File: config.mk
export PLATFORM = sky130hd
export DESIGN_NAME = xpose_buf
export DESIGN_NICKNAME = d
export VERILOG_FILES = /design/src/rtl/xpose_pkg.sv /design/src/rtl/xpose_seq.sv /design/src/rtl/xpose_addr.sv /design/src/rtl/xpose_store.sv /design/src/rtl/xpose_buf.sv
export SDC_FILE = /design/constraint.sdc
export NUM_CORES = 1
export LEC_CHECK = 0
export BUFFER_PORTS_ARGS = -buffer_cell sky130_fd_sc_hd__buf_2
export CORE_ASPECT_RATIO = 1.2
export CORE_MARGIN = 1.5
export CORE_UTILIZATION = 50
export DETAILED_ROUTE_END_ITERATION = 8
export GPL_TIMING_DRIVEN = 0
export PLACE_DENSITY_LB_ADDON = 0.08
export SLEW_MARGIN = 25
export SYNTH_ARGS = -nofsm -noshare
export SYNTH_HDL_FRONTEND = slang
export SYNTH_SLANG_ARGS = --single-unit
File: constraint.sdc
create_clock -name clk -period 2.7 [get_ports clk]
set_input_delay 0.135 -clock clk [delete_from_list [all_inputs] [get_ports clk]]
set_output_delay 0.135 -clock clk [all_outputs]
set_load 0.02 [all_outputs]
File: src/rtl/xpose_pkg.sv
package xpose_pkg;

    // Number of bits used to count whole blocks; two bits tell apart
    // "reader and writer on the same block" from "writer one block ahead".
    localparam int BLK_W = 2;

    // Walking pattern through the square array.
    typedef enum logic {
        ORD_ROW = 1'b0,   // address = position
        ORD_COL = 1'b1    // address = position with its halves swapped
    } order_e;

    // Writer uses row order on even blocks; reader uses the other one.
    function automatic order_e pick_order(input logic blk_lsb, input logic is_reader);
        return order_e'(blk_lsb ^ is_reader);
    endfunction

endpackage

File: src/rtl/xpose_seq.sv
module xpose_seq #(
    parameter int POS_W = 6,
    parameter int BLK_W = 2
) (
    input  logic             clk,
    input  logic             rst,
    input  logic             adv,
    output logic [POS_W-1:0] pos,
    output logic [BLK_W-1:0] blk
);
    // Position inside the block and block number form one counter, so the
    // block number steps exactly when the position wraps.
    always_ff @(posedge clk) begin
        if (rst) begin
            {blk, pos} <= '0;
        end else if (adv) begin
            {blk, pos} <= {blk, pos} + 1'b1;
        end
    end
endmodule

File: src/rtl/xpose_addr.sv
module xpose_addr
    import xpose_pkg::*;
#(
    parameter int HALF = 3
) (
    input  logic [2*HALF-1:0] pos,
    input  order_e            ord,
    output logic [2*HALF-1:0] addr
);
    always_comb begin
        if (ord == ORD_COL) begin
            addr = {pos[HALF-1:0], pos[2*HALF-1:HALF]};
        end else begin
            addr = pos;
        end
    end
endmodule

File: src/rtl/xpose_store.sv
module xpose_store #(
    parameter int DATA_W = 16,
    parameter int ADDR_W = 6
) (
    input  logic              clk,
    input  logic              we,
    input  logic [ADDR_W-1:0] waddr,
    input  logic [DATA_W-1:0] wdata,
    input  logic [ADDR_W-1:0] raddr,
    output logic [DATA_W-1:0] rdata
);
    localparam int DEPTH = 1 << ADDR_W;

    logic [DATA_W-1:0] cells [DEPTH];

    always_ff @(posedge clk) begin
        if (we) begin
            cells[waddr] <= wdata;
        end
    end

    // Combinational read port: a same-address write lands only at the edge,
    // so the read sees the previous content.
    assign rdata = cells[raddr];
endmodule

File: src/rtl/xpose_buf.sv
module xpose_buf
    import xpose_pkg::*;
#(
    parameter int DATA_W    = 16,
    parameter int SIDE_LOG2 = 3
) (
    input  logic              clk,
    input  logic              rst,
    input  logic              wr_valid,
    input  logic [DATA_W-1:0] wr_data,
    output logic              wr_ready,
    input  logic              rd_ready,
    output logic              rd_valid,
    output logic [DATA_W-1:0] rd_data
);
    localparam int POS_W = 2 * SIDE_LOG2;

    logic [POS_W-1:0] w_pos, r_pos, w_addr, r_addr;
    logic [BLK_W-1:0] w_blk, r_blk;
    logic             full;
    logic             wr_fire, rd_fire;
    order_e           w_ord, r_ord;

    // A whole block is pending whenever the block numbers differ.
    assign rd_valid = (w_blk != r_blk);
    // Writer a full block ahead, sitting on the location the reader still needs.
    assign full     = rd_valid && (w_pos == r_pos);
    assign wr_ready = !full || rd_ready;
    assign wr_fire  = wr_valid && wr_ready;
    assign rd_fire  = rd_ready && rd_valid;

    assign w_ord = pick_order(w_blk[0], 1'b0);
    assign r_ord = pick_order(r_blk[0], 1'b1);

    xpose_seq #(.POS_W(POS_W), .BLK_W(BLK_W)) u_wseq (
        .clk(clk), .rst(rst), .adv(wr_fire), .pos(w_pos), .blk(w_blk)
    );

    xpose_seq #(.POS_W(POS_W), .BLK_W(BLK_W)) u_rseq (
        .clk(clk), .rst(rst), .adv(rd_fire), .pos(r_pos), .blk(r_blk)
    );

    xpose_addr #(.HALF(SIDE_LOG2)) u_waddr (
        .pos(w_pos), .ord(w_ord), .addr(w_addr)
    );

    xpose_addr #(.HALF(SIDE_LOG2)) u_raddr (
        .pos(r_pos), .ord(r_ord), .addr(r_addr)
    );

    xpose_store #(.DATA_W(DATA_W), .ADDR_W(POS_W)) u_store (
        .clk(clk), .we(wr_fire), .waddr(w_addr), .wdata(wr_data),
        .raddr(r_addr), .rdata(rd_data)
    );
endmodule

Word level (Yosys, flattened, before mapping)

Memory sizes are Yosys's and may differ from the RTL's.
Index checks and enable logic that the tools add are counted.

Equal/unequal tests: 2
Multiplexer cells: 4
$add $sub $neg: 2
Reduce and logical (&&, ||, !) cells: 5

Operators with widths:

| operator            | number |
|---|---|
| $add 8x1->8 const B | 2 |
| $mux 6              | 2 |
| $eq 6x6->1          | 1 |
| $logic_and 1x1->1   | 3 |
| $mux 1              | 2 |
| $ne 2x2->1          | 1 |
| $logic_not 1->1     | 1 |
| $logic_or 1x1->1    | 1 |

Bits in writable memories: 1024
Logic and storage cells: 18
Output and inout bits: 18
Register bits: 16
Memories: 1

Memories:

| memory        | depth | width | read ports | clocked after memory_dff | write ports | RTL line          | RTL |
|---|---|---|---|---|---|---|---|
| u_store.cells | 64    | 16    | 1          | 0                        | 1           | xpose_store.sv:14 | `logic [DATA_W-1:0] cells [DEPTH];` |

Logic depth before layout (Yosys ltp)

Word-level depth: 7
Depth in mapped cells: 11

By module

Synthesis repeated with hierarchy kept, for this count alone.

Cell total of the unflattened synthesis: 1918
Area, all modules: 40722.8 um2

By module, submodules not included:

| module      | area each (um2) | cells each | sequential area each (um2) | instances |
|---|---|---|---|---|
| xpose_store | 39721.8         | 1813       | 30749.5                    | 1 |
| xpose_seq   | 339.1           | 37         | 160.2                      | 2 |
| xpose_addr  | 101.3           | 7          | 0.0                        | 2 |
| xpose_buf   | 120.1           | 17         | 0.0                        | 1 |

Least setup slack after synthesis

No wires, ideal clock.

Path kind: register to register
Start point: register u_rseq.blk[0]
End point: memory u_store.cells[17][0] (enable)
Slack: 78 ps
Data arrival time: 2233 ps
Stages on the path, launching flop included: 8
Period minus slack after synthesis: 2622 ps
Path through: dfxtp_1 xnor2_1 nand2_1 nand4_1 nand2_1 nor2_1 nand2_1 nor2_1

Longest elaborated chain between the ends: 7

Ends and longest elaborated chain:

| what                         | RTL line          | RTL |
|---|---|---|
| start: declaration           | xpose_seq.sv:9    | `output logic [BLK_W-1:0] blk` |
| start signal: assignment     | xpose_seq.sv:17   | `{blk, pos} <= {blk, pos} + 1'b1;` |
| $ne 2x2->1                   | xpose_buf.sv:25   | `assign rd_valid = (w_blk != r_blk);` |
| net rd_valid                 | xpose_buf.sv:13   | `output logic rd_valid,` |
| $logic_and 1x1->1            | xpose_buf.sv:27   | `assign full = rd_valid && (w_pos == r_pos);` |
| $logic_not 1->1              | xpose_buf.sv:28   | `assign wr_ready = !full \|\| rd_ready;` |
| $logic_or 1x1->1             | xpose_buf.sv:28   |  |
| net wr_ready                 | xpose_buf.sv:11   | `output logic wr_ready,` |
| $logic_and 1x1->1            | xpose_buf.sv:29   | `assign wr_fire = wr_valid && wr_ready;` |
| $mux 1                       | xpose_store.sv:17 | `if (we) begin` |
| $mux 1 (not written as such) | xpose_store.sv:18 | `cells[waddr] <= wdata;` |
| end: declaration             | xpose_store.sv:14 |  |

The timed path passes the listed nets, and every way through them passes these cells.

Final worst setup path

Start point: register u_rseq.pos[0]
End point: output port rd_data[8]

Longest elaborated chain between the ends: 2

Ends and longest elaborated chain:

| what                     | RTL line         | RTL |
|---|---|---|
| start: declaration       | xpose_seq.sv:8   | `output logic [POS_W-1:0] pos,` |
| start signal: assignment | xpose_seq.sv:17  |  |
| $mux 6                   | xpose_addr.sv:11 | `if (ord == ORD_COL) begin` |
| $mem_v2 64x16            | n/a              |  |
| end: declaration         | xpose_buf.sv:14  | `output logic [DATA_W-1:0] rd_data` |

Every way passes these cells.

==> flow_metrics.py <==
metrics = {
    "setup_path": {
        "worstRegToRegCells": 9,
        "startpoint": "u_rseq.pos[0]",
        "timing.critical_path.required_ns": 2.57,
        "cp.arrival_ns": 3.55,
        "reg2reg_launch_point": "u_rseq.blk[0]",
        "cp-endpoint": "rd_data[8]",
        "critical_path.endpoint_type": "primary output",
        "worst_path_class_setup": "flip-flop to primary output",
        "r2r_end": "u_store.cells[31][0]",
        "kind_of_launch_point_of_the_worst_setup_path": "flip-flop",
        "path_max_fanout": 10,
        "r2r_setup_slack_ns": 0,
    },
    "sta": {
        "setup_tns_ns": -14.05,
        "hold_violations": 0,
        "fin_crit_sh": 1.36,
        "final_period_minus_worst_setup_slack_ns": 3.68,
        "worst_pin_slew_ns": 0.745,
        "worst_clock_skew_ns": 0.0373,
        "rsz0062_at_grt": "true",
        "max_slew_margin": 0.501,
        "finalSetupViolCount": 17,
        "final_critical_path_setup_slack_ns": -0.984,
        "achievable-frequency_mhz": 271,
        "report.final.slew_viol_count": 0,
    },
    "placed_design": {
        "dp_hpwl_um": 111000,
        "finalWeightedCongestion": 0.917,
        "placement.io_buffers": 36,
        "dpl_cell_area_um2": 51400,
    },
    "final_layout": {
        "area.growth.synth_to_final_pct": 20.9,
        "insertedDiodeCount": 0,
        "design.final.nets": 4350,
        "design_area_um2": 58600,
        "drive_gt1_frac": 0.240,
    },
    "detailed_routing": {
        "detail_route.iter0.violations": 4149,
        "ant_nets": 0,
        "drt_wl_total_um": 164000,
        "firstDrtPassIters": 6,
        "detail_route.wl_per_cell_um": 28.9,
        "drt-vias-per-instance": 6.37,
        "via_count": 36200,
        "drt_drc_violations_left": 0,
    },
    "grt": {
        "first_global_vias": 34700,
        "grt_overflow": 0,
        "globalRouteTotalUtil": 0.330,
        "grt_pass1_wl_um": 235000,
        "antenna_found_initial": 2,
        "grt_start_max_net_pins": 65,
    },
    "worst_hold_path": {
        "worstHoldStart": "wr_data[14]",
        "timing.hold.worst.class": "input port to flip-flop",
    },
    "yosys": {
        "synth.yosys.seq_area_share": 0.640,
        "synth_nets": 4041,
        "post_synth_instance_area_um2": 48500,
        "synth_enable_flop_cells": 1024,
        "synth.avg_cell_area_um2": 12.1,
        "synthesis.instances": 4019,
        "yosys_warnings": 0,
        "ys_async_sr_fraction": 0,
        "ys.flop_type": "edfxtp_1",
        "ys_seq_elements": 1040,
        "post_synth_num_cell_types": 65,
    },
    "clock_tree": {
        "worst_setup_hold_path_clk_slew_ns": 0.06,
        "cts_tree": "done",
        "clkLatencyLatePin_ns": 0.70,
        "tritoncts_num_sinks": 1040,
        "cts.htree.levels": 3,
        "clock_tree.root_cell": "clkbuf_16",
        "cts_buffers": 108,
        "cts-root-to-sink-buffers": 3,
    },
    "power": {
        "power.ir.vdd_worst_uv": 487,
        "power_density_nw_per_um2": 567,
        "leakagePower_nw": 19.8,
    },
    "floorplanning": {
        "die_footprint_um2": 98900,
        "dieHeight_um": 344,
        "initial_utilization": 0.503,
        "horizontal_die_dimension_um": 287,
        "core-area_um2": 96500,
        "boundaryPins": 38,
        "rows": 125,
    },
    "outcome": {
        "result_of_the_run": "finished, violations left",
        "violations_in_the_final_reports": "setup timing",
    },
    "run": {
        "cap_viol_max_count": 0,
    },
}
==> area by class of cell <==
class	instances	area [µm²]
Fill cell	7691	37900
Clock buffer	127	2770
Inverter	24	91.3
Clock inverter	66	563
Timing Repair Buffer	203	2600
Tap cell	1270	1590
Multi-Input combinational cell	2656	17600
Buffer	295	2350
Sequential cell	1040	31100
==> timing repair <==
item                       in CTS  in global routing
setup endpoints to repair    1036                281
gates resized for setup       591                178
setup buffers                  70                 12
hold buffers                   18                  0
hold endpoints to repair      375                  0
pin swaps                     112                 80
gates cloned                    6                  4
==> synth_stat cells, types with 17 or more instances <==
cell	instances	share of area
a21oi_1	652	0.067
a221oi_1	17	0.0031
a22oi_1	171	0.026
a22oi_2	110	0.028
buf_2	135	0.014
buf_4	28	0.0043
clkbuf_1	116	0.0090
edfxtp_1	1024	0.63
inv_1	21	0.0016
nand2_1	191	0.015
nand2b_1	569	0.073
nand4_1	33	0.0043
nor2_1	204	0.016
nor3_1	58	0.0060
o21ai_0	111	0.011
o21ai_1	105	0.011
o221ai_1	17	0.0031
o22ai_1	173	0.022
or2_0	29	0.0037
or2_2	22	0.0028
or3_1	32	0.0041
==> how the worst min path moves through the flow <==
stage	slack (ns)	end	depth (start not counted)
finish	0.03	u_store.cells[42][14]	1
floorplan	0.23	u_store.cells[0][0]	0
detailed placement	0.51	u_rseq.pos[5]	2
global route	0.03	u_store.cells[1][14]	1
global placement	0.50	u_wseq.pos[0]	2
CTS	0.23	u_store.cells[43][14]	1
==> power by group <==
| part | switching (mW) | internal, mW |
|---|---|---|
| clock network | 6.35 | 8.22 |
| logic | 0.620 | 0.246 |
| registers | 0.0180 | 17.8 |
| total | 6.99 | 26.2 |
==> per-layer routing <==
layer,up-vias,share of wire,GRT usage
li1,15900,-,-
met1,18200,0.38,0.416
met2,1723,0.49,0.550
met3,394,0.081,0.0507
met4,4,0.055,0.172
met5,-,0.00015,0
==> stage by stage <==
stage	instances	power (mW)	hold WS, ns	utilization	setup WS [ns]
after floorplan	4019	18.3	0.234	-	0.0784
after global placement	5325	18.8	0.505	0.521	-1.52
after detailed placement	5382	18.9	0.511	0.533	-1.47
after CTS	5667	33.3	0.234	0.600	-0.971
after global routing	5681	33.9	0.0270	0.608	-0.953
final	5681	33.2	0.0262	0.608	-0.984
==> layout by cell type, fill, tap and decap left out, types with 81 or more instances in the layout <==
cell / n
edfxtp_1: 1024
a21oi_1: 634
nand2b_1: 568
nand2_1: 175
o22ai_1: 167
a22oi_2: 159
nor2_1: 136
buf_4: 126
a22oi_1: 122
clkbuf_16: 113
buf_6: 95
o21ai_0: 81
==> sequential cells by signal, summed over array words and instances, names as in the netlist <==
register / cells
u_rseq.blk: 2
u_rseq.pos: 6
u_store.cells: 1024
u_wseq.blk: 2
u_wseq.pos: 6
==> kinds of logic (layout without fill, tap and decap cells) <==
| family | Yosys count | in the layout | share of synthesized area |
|---|---|---|---|
| compound gates | 1408 | 1408 | 0.182 |
| xor+xnor | 20 | 20 | 0.00361 |
| fa+ha+maj | 2 | 2 | 0.000516 |
| buf+inv | 323 | 715 | 0.0327 |
| flops | 1040 | 1040 | 0.640 |
| mux | 7 | 7 | 0.00160 |
| simple gates | 1219 | 1219 | 0.139 |
==> critical path: stages (launching register included) <==
cell,delay (ns)
dfxtp_2,0.35
buf_12,0.16
buf_12,0.15
nand2_4,0.06
o21ai_4,0.08
buf_6,0.18
buf_12,0.16
buf_4,0.21
a21oi_1,0.06
o21ai_1,0.15
nand4_1,0.44
or2_4,0.48
nor3_4,0.20
buf_6,0.14
No activity file was read; power rests on OpenSTA's default activity.
